## config.mk

```make
export PLATFORM = sky130hd
export DESIGN_NAME = cmd_loader
export DESIGN_NICKNAME = d
export VERILOG_FILES = /design/src/rtl/cmdld_pkg.sv /design/src/rtl/cmdld_parser.sv /design/src/rtl/cmdld_assembler.sv /design/src/rtl/cmdld_writer.sv /design/src/rtl/cmd_loader.sv
export SDC_FILE = /design/constraint.sdc
export NUM_CORES = 1
export LEC_CHECK = 0
export ABC_AREA = 0
export ABC_CLOCK_PERIOD_IN_PS = 1900
export BUFFER_PORTS_ARGS = -buffer_cell sky130_fd_sc_hd__buf_2
export CORE_UTILIZATION = 30
export CTS_BUF_LIST = sky130_fd_sc_hd__clkbuf_16
export CTS_CLUSTER_SIZE = 30
export DETAILED_ROUTE_END_ITERATION = 10
export GPL_TIMING_DRIVEN = 0
export PLACE_DENSITY_LB_ADDON = 0.12
export SLEW_MARGIN = 20
export SYNTH_ARGS = -nofsm -noshare
export SYNTH_HDL_FRONTEND = slang
export SYNTH_SLANG_ARGS = --single-unit
```

## constraint.sdc

```tcl
create_clock -name clk -period 1.9 [get_ports clk]
set_input_delay 0.38 -clock clk [delete_from_list [all_inputs] [get_ports clk]]
set_output_delay 0.38 -clock clk [all_outputs]
set_load 0.1 [all_outputs]
```

## src/rtl/cmdld_pkg.sv

```systemverilog
package cmdld_pkg;
  typedef enum logic [2:0] {
    ST_OPCODE,
    ST_PHASE_HI,
    ST_PHASE_LO,
    ST_COUNT_HI,
    ST_COUNT_LO,
    ST_RECORD
  } parse_state_t;

  localparam logic [7:0] OPC_RESET = 8'h01;
  localparam logic [7:0] OPC_PHASE = 8'h02;
  localparam logic [7:0] OPC_LOAD  = 8'h03;
endpackage

```

## src/rtl/cmdld_parser.sv

```systemverilog
module cmdld_parser
  import cmdld_pkg::*;
#(
  parameter int REC_BYTES = 7,
  parameter int PHASE_W   = 10
) (
  input  logic               clk,
  input  logic               rst_n,
  input  logic               accept,
  input  logic [7:0]         byte_in,
  output logic               rst_stb,
  output logic               load_stb,
  output logic               phase_stb,
  output logic [PHASE_W-1:0] phase_val,
  output logic               rec_byte_stb,
  output logic               rec_done_stb
);
  localparam int POS_W = (REC_BYTES > 1) ? $clog2(REC_BYTES) : 1;
  localparam logic [POS_W-1:0] LAST_POS = POS_W'(REC_BYTES - 1);

  parse_state_t     state_q;
  logic [7:0]       hi_q;
  logic [15:0]      remain_q;
  logic [POS_W-1:0] pos_q;
  logic [15:0]      pair;

  assign pair      = {hi_q, byte_in};
  assign phase_val = pair[PHASE_W-1:0];

  always_comb begin
    rst_stb      = accept && (state_q == ST_OPCODE) && (byte_in == OPC_RESET);
    load_stb     = accept && (state_q == ST_OPCODE) && (byte_in == OPC_LOAD);
    phase_stb    = accept && (state_q == ST_PHASE_LO);
    rec_byte_stb = accept && (state_q == ST_RECORD);
    rec_done_stb = rec_byte_stb && (pos_q == LAST_POS);
  end

  always_ff @(posedge clk or negedge rst_n) begin
    if (!rst_n) begin
      state_q  <= ST_OPCODE;
      hi_q     <= '0;
      remain_q <= '0;
      pos_q    <= '0;
    end else if (accept) begin
      case (state_q)
        ST_OPCODE: begin
          pos_q <= '0;
          if (byte_in == OPC_PHASE)     state_q <= ST_PHASE_HI;
          else if (byte_in == OPC_LOAD) state_q <= ST_COUNT_HI;
          else                          state_q <= ST_OPCODE;
        end
        ST_PHASE_HI: begin
          hi_q    <= byte_in;
          state_q <= ST_PHASE_LO;
        end
        ST_PHASE_LO: state_q <= ST_OPCODE;
        ST_COUNT_HI: begin
          hi_q    <= byte_in;
          state_q <= ST_COUNT_LO;
        end
        ST_COUNT_LO: begin
          remain_q <= pair;
          pos_q    <= '0;
          state_q  <= (pair == 16'd0) ? ST_OPCODE : ST_RECORD;
        end
        ST_RECORD: begin
          if (pos_q == LAST_POS) begin
            pos_q    <= '0;
            remain_q <= remain_q - 16'd1;
            if (remain_q == 16'd1) state_q <= ST_OPCODE;
          end else begin
            pos_q <= pos_q + POS_W'(1);
          end
        end
        default: state_q <= ST_OPCODE;
      endcase
    end
  end
endmodule

```

## src/rtl/cmdld_assembler.sv

```systemverilog
module cmdld_assembler #(
  parameter int REC_BYTES = 7,
  localparam int REC_W    = REC_BYTES * 8
) (
  input  logic             clk,
  input  logic             rst_n,
  input  logic             shift_en,
  input  logic [7:0]       byte_in,
  output logic [REC_W-1:0] word_next
);
  localparam int HELD = REC_BYTES - 1;

  logic [7:0] lane [HELD];

  assign word_next[7:0] = byte_in;

  for (genvar k = 0; k < HELD; k++) begin : g_lane
    always_ff @(posedge clk or negedge rst_n) begin
      if (!rst_n)        lane[k] <= '0;
      else if (shift_en) lane[k] <= (k == 0) ? byte_in : lane[(k == 0) ? 0 : k-1];
    end
    assign word_next[(k+1)*8 +: 8] = lane[k];
  end
endmodule

```

## src/rtl/cmdld_writer.sv

```systemverilog
module cmdld_writer #(
  parameter int MAX_RECS  = 1000,
  parameter int REC_W     = 56,
  localparam int ADDR_W   = (MAX_RECS > 1) ? $clog2(MAX_RECS) : 1,
  localparam int CNT_W    = $clog2(MAX_RECS + 1)
) (
  input  logic              clk,
  input  logic              rst_n,
  input  logic              clear,
  input  logic              rec_done,
  input  logic [REC_W-1:0]  word_in,
  output logic              wr_en,
  output logic [ADDR_W-1:0] wr_addr,
  output logic [REC_W-1:0]  wr_data,
  output logic [CNT_W-1:0]  rec_count
);
  localparam logic [CNT_W-1:0] CAP = CNT_W'(MAX_RECS);

  logic full;
  assign full = (rec_count == CAP);

  always_ff @(posedge clk or negedge rst_n) begin
    if (!rst_n) begin
      wr_en     <= 1'b0;
      wr_addr   <= '0;
      wr_data   <= '0;
      rec_count <= '0;
    end else begin
      wr_en <= 1'b0;
      if (clear) begin
        rec_count <= '0;
      end else if (rec_done && !full) begin
        wr_en     <= 1'b1;
        wr_addr   <= rec_count[ADDR_W-1:0];
        wr_data   <= word_in;
        rec_count <= rec_count + CNT_W'(1);
      end
    end
  end
endmodule

```

## src/rtl/cmd_loader.sv

```systemverilog
module cmd_loader #(
  parameter int MAX_RECS   = 1000,
  parameter int REC_BYTES  = 7,
  parameter int PHASE_W    = 10,
  parameter int PHASE_INIT = 256,
  localparam int REC_W     = REC_BYTES * 8,
  localparam int ADDR_W    = (MAX_RECS > 1) ? $clog2(MAX_RECS) : 1,
  localparam int CNT_W     = $clog2(MAX_RECS + 1)
) (
  input  logic               clk,
  input  logic               rst_n,
  input  logic               in_valid,
  output logic               in_ready,
  input  logic [7:0]         in_data,
  output logic               wr_en,
  output logic [ADDR_W-1:0]  wr_addr,
  output logic [REC_W-1:0]   wr_data,
  output logic [CNT_W-1:0]   rec_count,
  output logic [PHASE_W-1:0] xy_phase,
  output logic               mod_rst
);
  logic               accept;
  logic               rst_stb, load_stb, phase_stb, rec_byte_stb, rec_done_stb;
  logic [PHASE_W-1:0] phase_val;
  logic [REC_W-1:0]   word_next;

  assign in_ready = ~mod_rst;
  assign accept   = in_valid & in_ready;

  cmdld_parser #(.REC_BYTES(REC_BYTES), .PHASE_W(PHASE_W)) u_parser (
    .clk(clk), .rst_n(rst_n), .accept(accept), .byte_in(in_data),
    .rst_stb(rst_stb), .load_stb(load_stb), .phase_stb(phase_stb),
    .phase_val(phase_val), .rec_byte_stb(rec_byte_stb), .rec_done_stb(rec_done_stb)
  );

  cmdld_assembler #(.REC_BYTES(REC_BYTES)) u_asm (
    .clk(clk), .rst_n(rst_n), .shift_en(rec_byte_stb), .byte_in(in_data),
    .word_next(word_next)
  );

  cmdld_writer #(.MAX_RECS(MAX_RECS), .REC_W(REC_W)) u_wr (
    .clk(clk), .rst_n(rst_n), .clear(rst_stb | load_stb), .rec_done(rec_done_stb),
    .word_in(word_next), .wr_en(wr_en), .wr_addr(wr_addr), .wr_data(wr_data),
    .rec_count(rec_count)
  );

  always_ff @(posedge clk or negedge rst_n) begin
    if (!rst_n) begin
      xy_phase <= PHASE_W'(PHASE_INIT);
      mod_rst  <= 1'b0;
    end else begin
      mod_rst <= rst_stb;
      if (rst_stb)        xy_phase <= PHASE_W'(PHASE_INIT);
      else if (phase_stb) xy_phase <= phase_val;
    end
  end
endmodule

```

==> results.json, run 1 <==
{
  "status": "finished, violations left",
  "violations": "setup timing",
  "ys_seq_area_share_pct": 58.8,
  "coreArea_um2": 22800,
  "pre_cts_ws_ns": -0.536,
  "p_leak_nw": 4.88,
  "clock_sinks": 166,
  "tightest_slew_ns": 0.650,
  "fp.dieH_um": 155,
  "die_area_um2": 24200,
  "drc_errors": 0,
  "ant_nets": 0,
  "drive_above_1_share_pct": 38.9,
  "yosysUniqueCellTypes": 55,
  "critical_path_class": "reg2reg",
  "synth_top_area_cell": "dfrtp_1",
  "synthCells": 646,
  "area_growth_pct": 33.8,
  "clock_skew_ns": 0.00997,
  "die-width_um": 155,
  "startpoint_type": "flip-flop",
  "start_util_pct": 30.9,
  "clk_latency_ns": 0.43,
  "synthArstFlopShare_pct": 100,
  "setup_viol": 57,
  "pwr-share-clk_pct": 30.8,
  "syn_nets": 661,
  "min_path_type": "in2reg",
  "dr.pass1.iters": 7,
  "post_dp_cell_area_um2": 8120,
  "ys_seq_elements": 166,
  "gp_congestion": 0.803,
  "nets": 804,
  "startpoint": "u_wr.rec_count[0]$_DFFE_PN0P_",
  "vias": 5393,
  "grt_max_degree": 92,
  "netlist_area_um2": 7060,
  "fmax_ghz": 0.501,
  "arrival_ns": 2.31,
  "syn_avg_cell_area_um2": 10.9,
  "io_buffers": 98,
  "cts_tree": "built",
  "hold_viol": 0,
  "finalCritPeriodShare_pct": 105,
  "drtIter0Drc": 311,
  "design_area_um2": 9450,
  "overflow": 0,
  "relSlewSlack_pct": 56.7,
  "num_rows": 55,
  "cts_max_level": 4,
  "layout_min_cycle_time_ns": 2.00,
  "internal_power_mw": 7.50,
  "cellPowerDensity_nw_per_um2": 1270,
  "final_cell_mix": "nand2_1 (160), dfrtp_1 (150), buf_2 (100), mux2_2 (39), mux2_4 (34)",
  "grt_use_total_pct": 15.9,
  "antenna_cells": 0,
  "rr_startpoint": "u_wr.rec_count[0]$_DFFE_PN0P_",
  "post-dp-hpwl_um": 12100,
  "end_kind": "flip-flop",
  "synth_edf_count": 0,
  "ir_drop_mv": 1.11,
  "clk_root_buffer_cell": "clkbuf_16",
  "critPathRequiredTime_ns": 2.21,
  "fillers": 2258,
  "wl_per_cell_um": 16.6,
  "rsz0062_at_grt": "true",
  "clk_pin_slew_ns": 0.07,
  "synth_top_area_share_pct": 58.5,
  "combPwrFrac_pct": 27.4,
  "path_max_fanout": 10,
  "grt_pass1_wl_um": 29700,
  "routed_wl_um": 18500,
  "synthFlopType": "dfrtp_1",
  "via_per_inst": 4.84,
  "layout_setup_ws_ns": -0.0970,
  "slew_violations": 0,
  "grt_pass1_vias": 5306,
  "ys_warn_count": 0,
  "seq_power_share_pct": 41.8,
  "hp-start": "in_data[3]",
  "drv_cap": 0,
  "antenna_found_initial": 0,
  "io_pins": 100,
  "fin_util_pct": 41.4,
  "layout_commonest_cell": "nand2_1",
  "cts-buffers-inserted": 17,
  "power_switching_mw": 4.55,
  "holdWs_ns": 0.289,
  "clockBufferDepth": 2,
  "sw_frac_of_total_pct": 37.8,
  "synth.area.top_cells": "dfrtp_1 (58%), mux2_2 (12%), nand2_1 (8.6%)"
}
## metrics by stage
step                instances  power, mW  setup TNS (ns)
finish                   1115       12.0           -3.84
global route             1115       12.7           -9.01
CTS                      1112       12.0           -3.89
detailed placement       1058       8.05          -33.93
global placement         1057       7.98         -393.61
floorplan                 646       7.16           -7.42
## routing by layer
layer  wire length [um]  share of wire [%]  vias up  global-route usage (%)
met5                  0                  0        -                       0
met3                847                4.6       12                    3.65
li1                   -                  -     2554                       -
met2               8630                 47      140                    25.3
met4                147               0.80        0                    3.78
met1               8850                 48     2687                    22.0
## layout make-up
type | instances | area [um2] | share of cell area (%)
Tap cell | 313 | 392 | 4.14
Buffer | 33 | 264 | 2.79
Inverter | 16 | 62.6 | 0.662
Timing Repair Buffer | 127 | 898 | 9.50
Clock inverter | 15 | 210 | 2.22
Clock buffer | 17 | 425 | 4.50
Multi-Input combinational cell | 428 | 3010 | 31.9
Sequential cell | 166 | 4190 | 44.3
## power by group through the flow
stage / Clock [mW] / Sequential, mW / Combinational (mW)
2_1_floorplan: 0 / 5.56 / 1.59
3_3_place_gp: 0 / 5.00 / 2.98
3_5_place_dp: 0 / 5.02 / 3.03
4_1_cts: 3.81 / 4.98 / 3.20
5_1_grt: 3.96 / 5.13 / 3.61
6_report: 3.71 / 5.03 / 3.30
## kinds of logic after synthesis
kind of cell	share of synthesized area (%)
muxes	13.1
buffers and inverters	2.98
AOI/OAI and AO/OA	8.27
adders and majority gates	0.709
and+or+nand+nor	16.1
DFF	58.8
## critical path: stages, from the launching register on
cell	delay (ns)
dfrtp_4	0.48
inv_2	0.07
ha_4	0.12
nor3b_2	0.16
nand4_1	0.19
nand2_4	0.14
buf_12	0.12
buf_12	0.12
buf_8	0.13
mux2_2	0.33
## registers in the layout, indices dropped and copies added, names as in the netlist
signal,cells
u_wr.wr_data,56
u_asm.word_next,48
u_parser.remain_q,16
u_wr.rec_count,10
u_wr.wr_addr,10
xy_phase,10
u_parser.hi_q,8
u_parser.pos_q,3
u_parser.state_q,3
mod_rst,1
u_wr.wr_en,1
## worst paths after layout
path	to	slack [ns]	cells past startpoint
worst max register to register	u_wr.wr_data[1]$_DFFE_PN0P_	-0.1	9
worst max-delay path	u_wr.wr_data[1]$_DFFE_PN0P_	-0.1	9
max in group asynchronous	u_wr.rec_count[5]$_DFFE_PN0P_	0.49	3
worst min register to register	u_asm.word_next[53]$_DFFE_PN0N_	0.48	2
worst min-delay path	u_asm.word_next[11]$_DFFE_PN0N_	0.29	3
min in group asynchronous	u_wr.wr_data[10]$_DFFE_PN0P_	0.50	2
## cells in the mapped netlist, drive strengths merged (10+ instances only)
cell    count
nand3      15
buf        14
clkbuf     22
a21oi      21
nor2       27
inv        16
mux2       73
nand2     162
dfrtp     165
mux2i      10
o21ai      19
## timing repair
action | CTS | global route
setup buffers | 18 | 6
gates cloned | 4 | 0
hold endpoints to repair | 74 | 0
setup endpoints to repair | 157 | 122
pin swaps | 5 | 7
gates resized for setup | 83 | 35
hold buffers | 1 | 0
Power figures use the tool's default switching activity.
==> inputs of run 2 (changes only) <==
BUFFER_PORTS_ARGS = not set   (was -buffer_cell sky130_fd_sc_hd__buf_2)
DONT_BUFFER_PORTS = 1   (was not set)
==> results.json, run 2 (synthesis gave the netlist of run 1 again) <==
{
  "die_area_um2": 24200,
  "grt_max_degree": 167,
  "layout_commonest_cell": "nand2_1",
  "crit_path_cell_trace": "inv_4, ha_4, nor3b_4, nand4_1, buf_6, nand2_8, clkbuf_16, mux2_2",
  "io_pins": 100,
  "clk_root_buffer_cell": "clkbuf_16",
  "cts-buffers-inserted": 17,
  "area_growth_pct": 26.3,
  "layout_min_cycle_time_ns": 2.18,
  "nets": 707,
  "multi_input_area_um2": 3080,
  "clock_skew_ns": 0.0109,
  "seqCellArea_um2": 4190,
  "finalCritPeriodShare_pct": 115,
  "largest_reg_flops": 56,
  "layout_setup_ws_ns": -0.277,
  "path_max_fanout": 6,
  "path_buf_inv": 3,
  "vias": 5036,
  "die-width_um": 155,
  "drc_errors": 0,
  "critPathRequiredTime_ns": 2.20,
  "holdWs_ns": -0.340,
  "p_leak_nw": 4.36,
  "hold_viol": 166,
  "dr.pass1.iters": 5,
  "crit_family": "flip-flops",
  "via_per_inst": 4.95,
  "num_rows": 55,
  "reg2reg_depth": 8,
  "ant_nets": 0,
  "arrival_ns": 2.48,
  "end_kind": "flip-flop",
  "cts_max_level": 4,
  "clock_sinks": 166,
  "top_register": "u_wr.wr_data",
  "critical_path_class": "reg2reg",
  "io_buffers": 0,
  "clk_latency_ns": 0.42,
  "coreArea_um2": 22800,
  "rsz0062_at_grt": "true",
  "final_cell_mix": "nand2_1 (161), dfrtp_1 (153), mux2_4 (40), mux2_2 (33), nor2_1 (25)",
  "startpoint_type": "flip-flop",
  "pre_cts_ws_ns": -0.452,
  "post-dp-hpwl_um": 12100,
  "fp.dieH_um": 155,
  "relSlewSlack_pct": 33.7,
  "gp_congestion": 0.843,
  "ir_drop_mv": 0.832,
  "start_util_pct": 30.9,
  "drv_cap": 0,
  "status": "finished, violations left",
  "grt_use_total_pct": 15.5,
  "violations": "hold timing, setup timing",
  "antenna_cells": 0,
  "finalSetupTns_ns": -17.17,
  "cp_num_cells": 8,
  "routed_wl_um": 18700,
  "setup_viol": 76,
  "slowest_delay_ns": 0.65,
  "fmax_ghz": 0.459,
  "overflow": 0,
  "min_path_type": "in2async",
  "wl_per_cell_um": 18.4,
  "drive_above_1_share_pct": 30.3,
  "cellPowerDensity_nw_per_um2": 1310,
  "clockBufferDepth": 2,
  "grt_pass1_wl_um": 28500,
  "finalPower_mw": 11.7,
  "drtIter0Drc": 312,
  "antenna_found_initial": 0,
  "tightest_slew_ns": 0.995,
  "slew_violations": 0,
  "cts_tree": "built",
  "slowest_stage": "dfrtp_4",
  "clk_pin_slew_ns": 0.07,
  "fillers": 2275,
  "grt_pass1_vias": 4942
}
-- run 2: cell types whose count changed in the layout (fill, tap and decap cells not counted), sizes merged --
cell	previous run	this run
clkbuf	38	41
bufbuf	1	0
clkinvlp	2	3
clkinv	3	2
bufinv	3	2
nand2	162	163
dlygate4sd3	1	0
buf	137	38
-- run 2: cell type report --
class / instances / area share (%)
sequential: 166 / 46.9
clock buffer: 17 / 4.77
timing repair buffer: 29 / 3.59
buffer: 33 / 3.10
clock inverter: 14 / 1.84
multi-input combinational: 429 / 34.6
inverter: 16 / 0.800
tap: 313 / 4.39
-- run 2: worst paths after layout --
path / startpoint / slack [ns] / end
min in group clk: in_data[3] / 0.07 / u_asm.word_next[11]$_DFFE_PN0N_
max: u_wr.rec_count[1]$_DFFE_PN0P_ / -0.28 / u_wr.wr_data[22]$_DFFE_PN0P_
max reg2reg: u_wr.rec_count[1]$_DFFE_PN0P_ / -0.28 / u_wr.wr_data[22]$_DFFE_PN0P_
min: rst_n / -0.34 / u_wr.wr_data[8]$_DFFE_PN0P_
max in group asynchronous: rst_n / 1.95 / u_wr.rec_count[6]$_DFFE_PN0P_
min reg2reg: u_asm.word_next[48]$_DFFE_PN0N_ / 0.48 / u_asm.word_next[48]$_DFFE_PN0N_
-- run 2: layer usage --
metal  vias to the layer above  share of wire (%)  GRT usage, %
li1                       2354                  -             -
met1                      2531                 45          20.4
met2                       136                 47          24.1
met3                        15                6.7          4.87
met4                         0               0.91          4.95
met5                         -                  0             0
-- run 2: per-stage QoR --
| stage | cells | instance area [um2] | hold WS (ns) | utilization (%) |
|---|---|---|---|---|
| after floorplan | 646 | 7200 | 0.0844 | - |
| after global placement | 959 | 7590 | 0.0934 | 33.2 |
| after detailed placement | 959 | 7590 | 0.0902 | 33.2 |
| after CTS | 998 | 8350 | -0.372 | 36.6 |
| after global routing | 1017 | 8920 | -0.374 | 39.0 |
| final | 1017 | 8920 | -0.340 | 39.0 |
-- run 2: worst reg2reg max path, delay by kind of cell, from the launching register on --
kind                     cells  cell delay, ns
flip-flops                   1            0.65
AND/OR/NAND/NOR              3            0.46
adder cells (fa/ha/maj)      1            0.13
buffers and inverters        3            0.50
multiplexers                 1            0.32
-- run 2: repair_timing --
action | in CTS | in global routing
resized for setup | 35 | 91
endpoints found under the setup margin | 162 | 145
hold endpoints to repair | 166 | 166
setup buffers | 11 | 15
gates cloned | 0 | 5
pin swaps | 6 | 12
-- run 2: power breakdown --
group	internal, mW	total [mW]	switching, mW
clock network	1.97	3.49	1.52
registers	4.26	5.79	1.53
logic	1.06	2.38	1.33
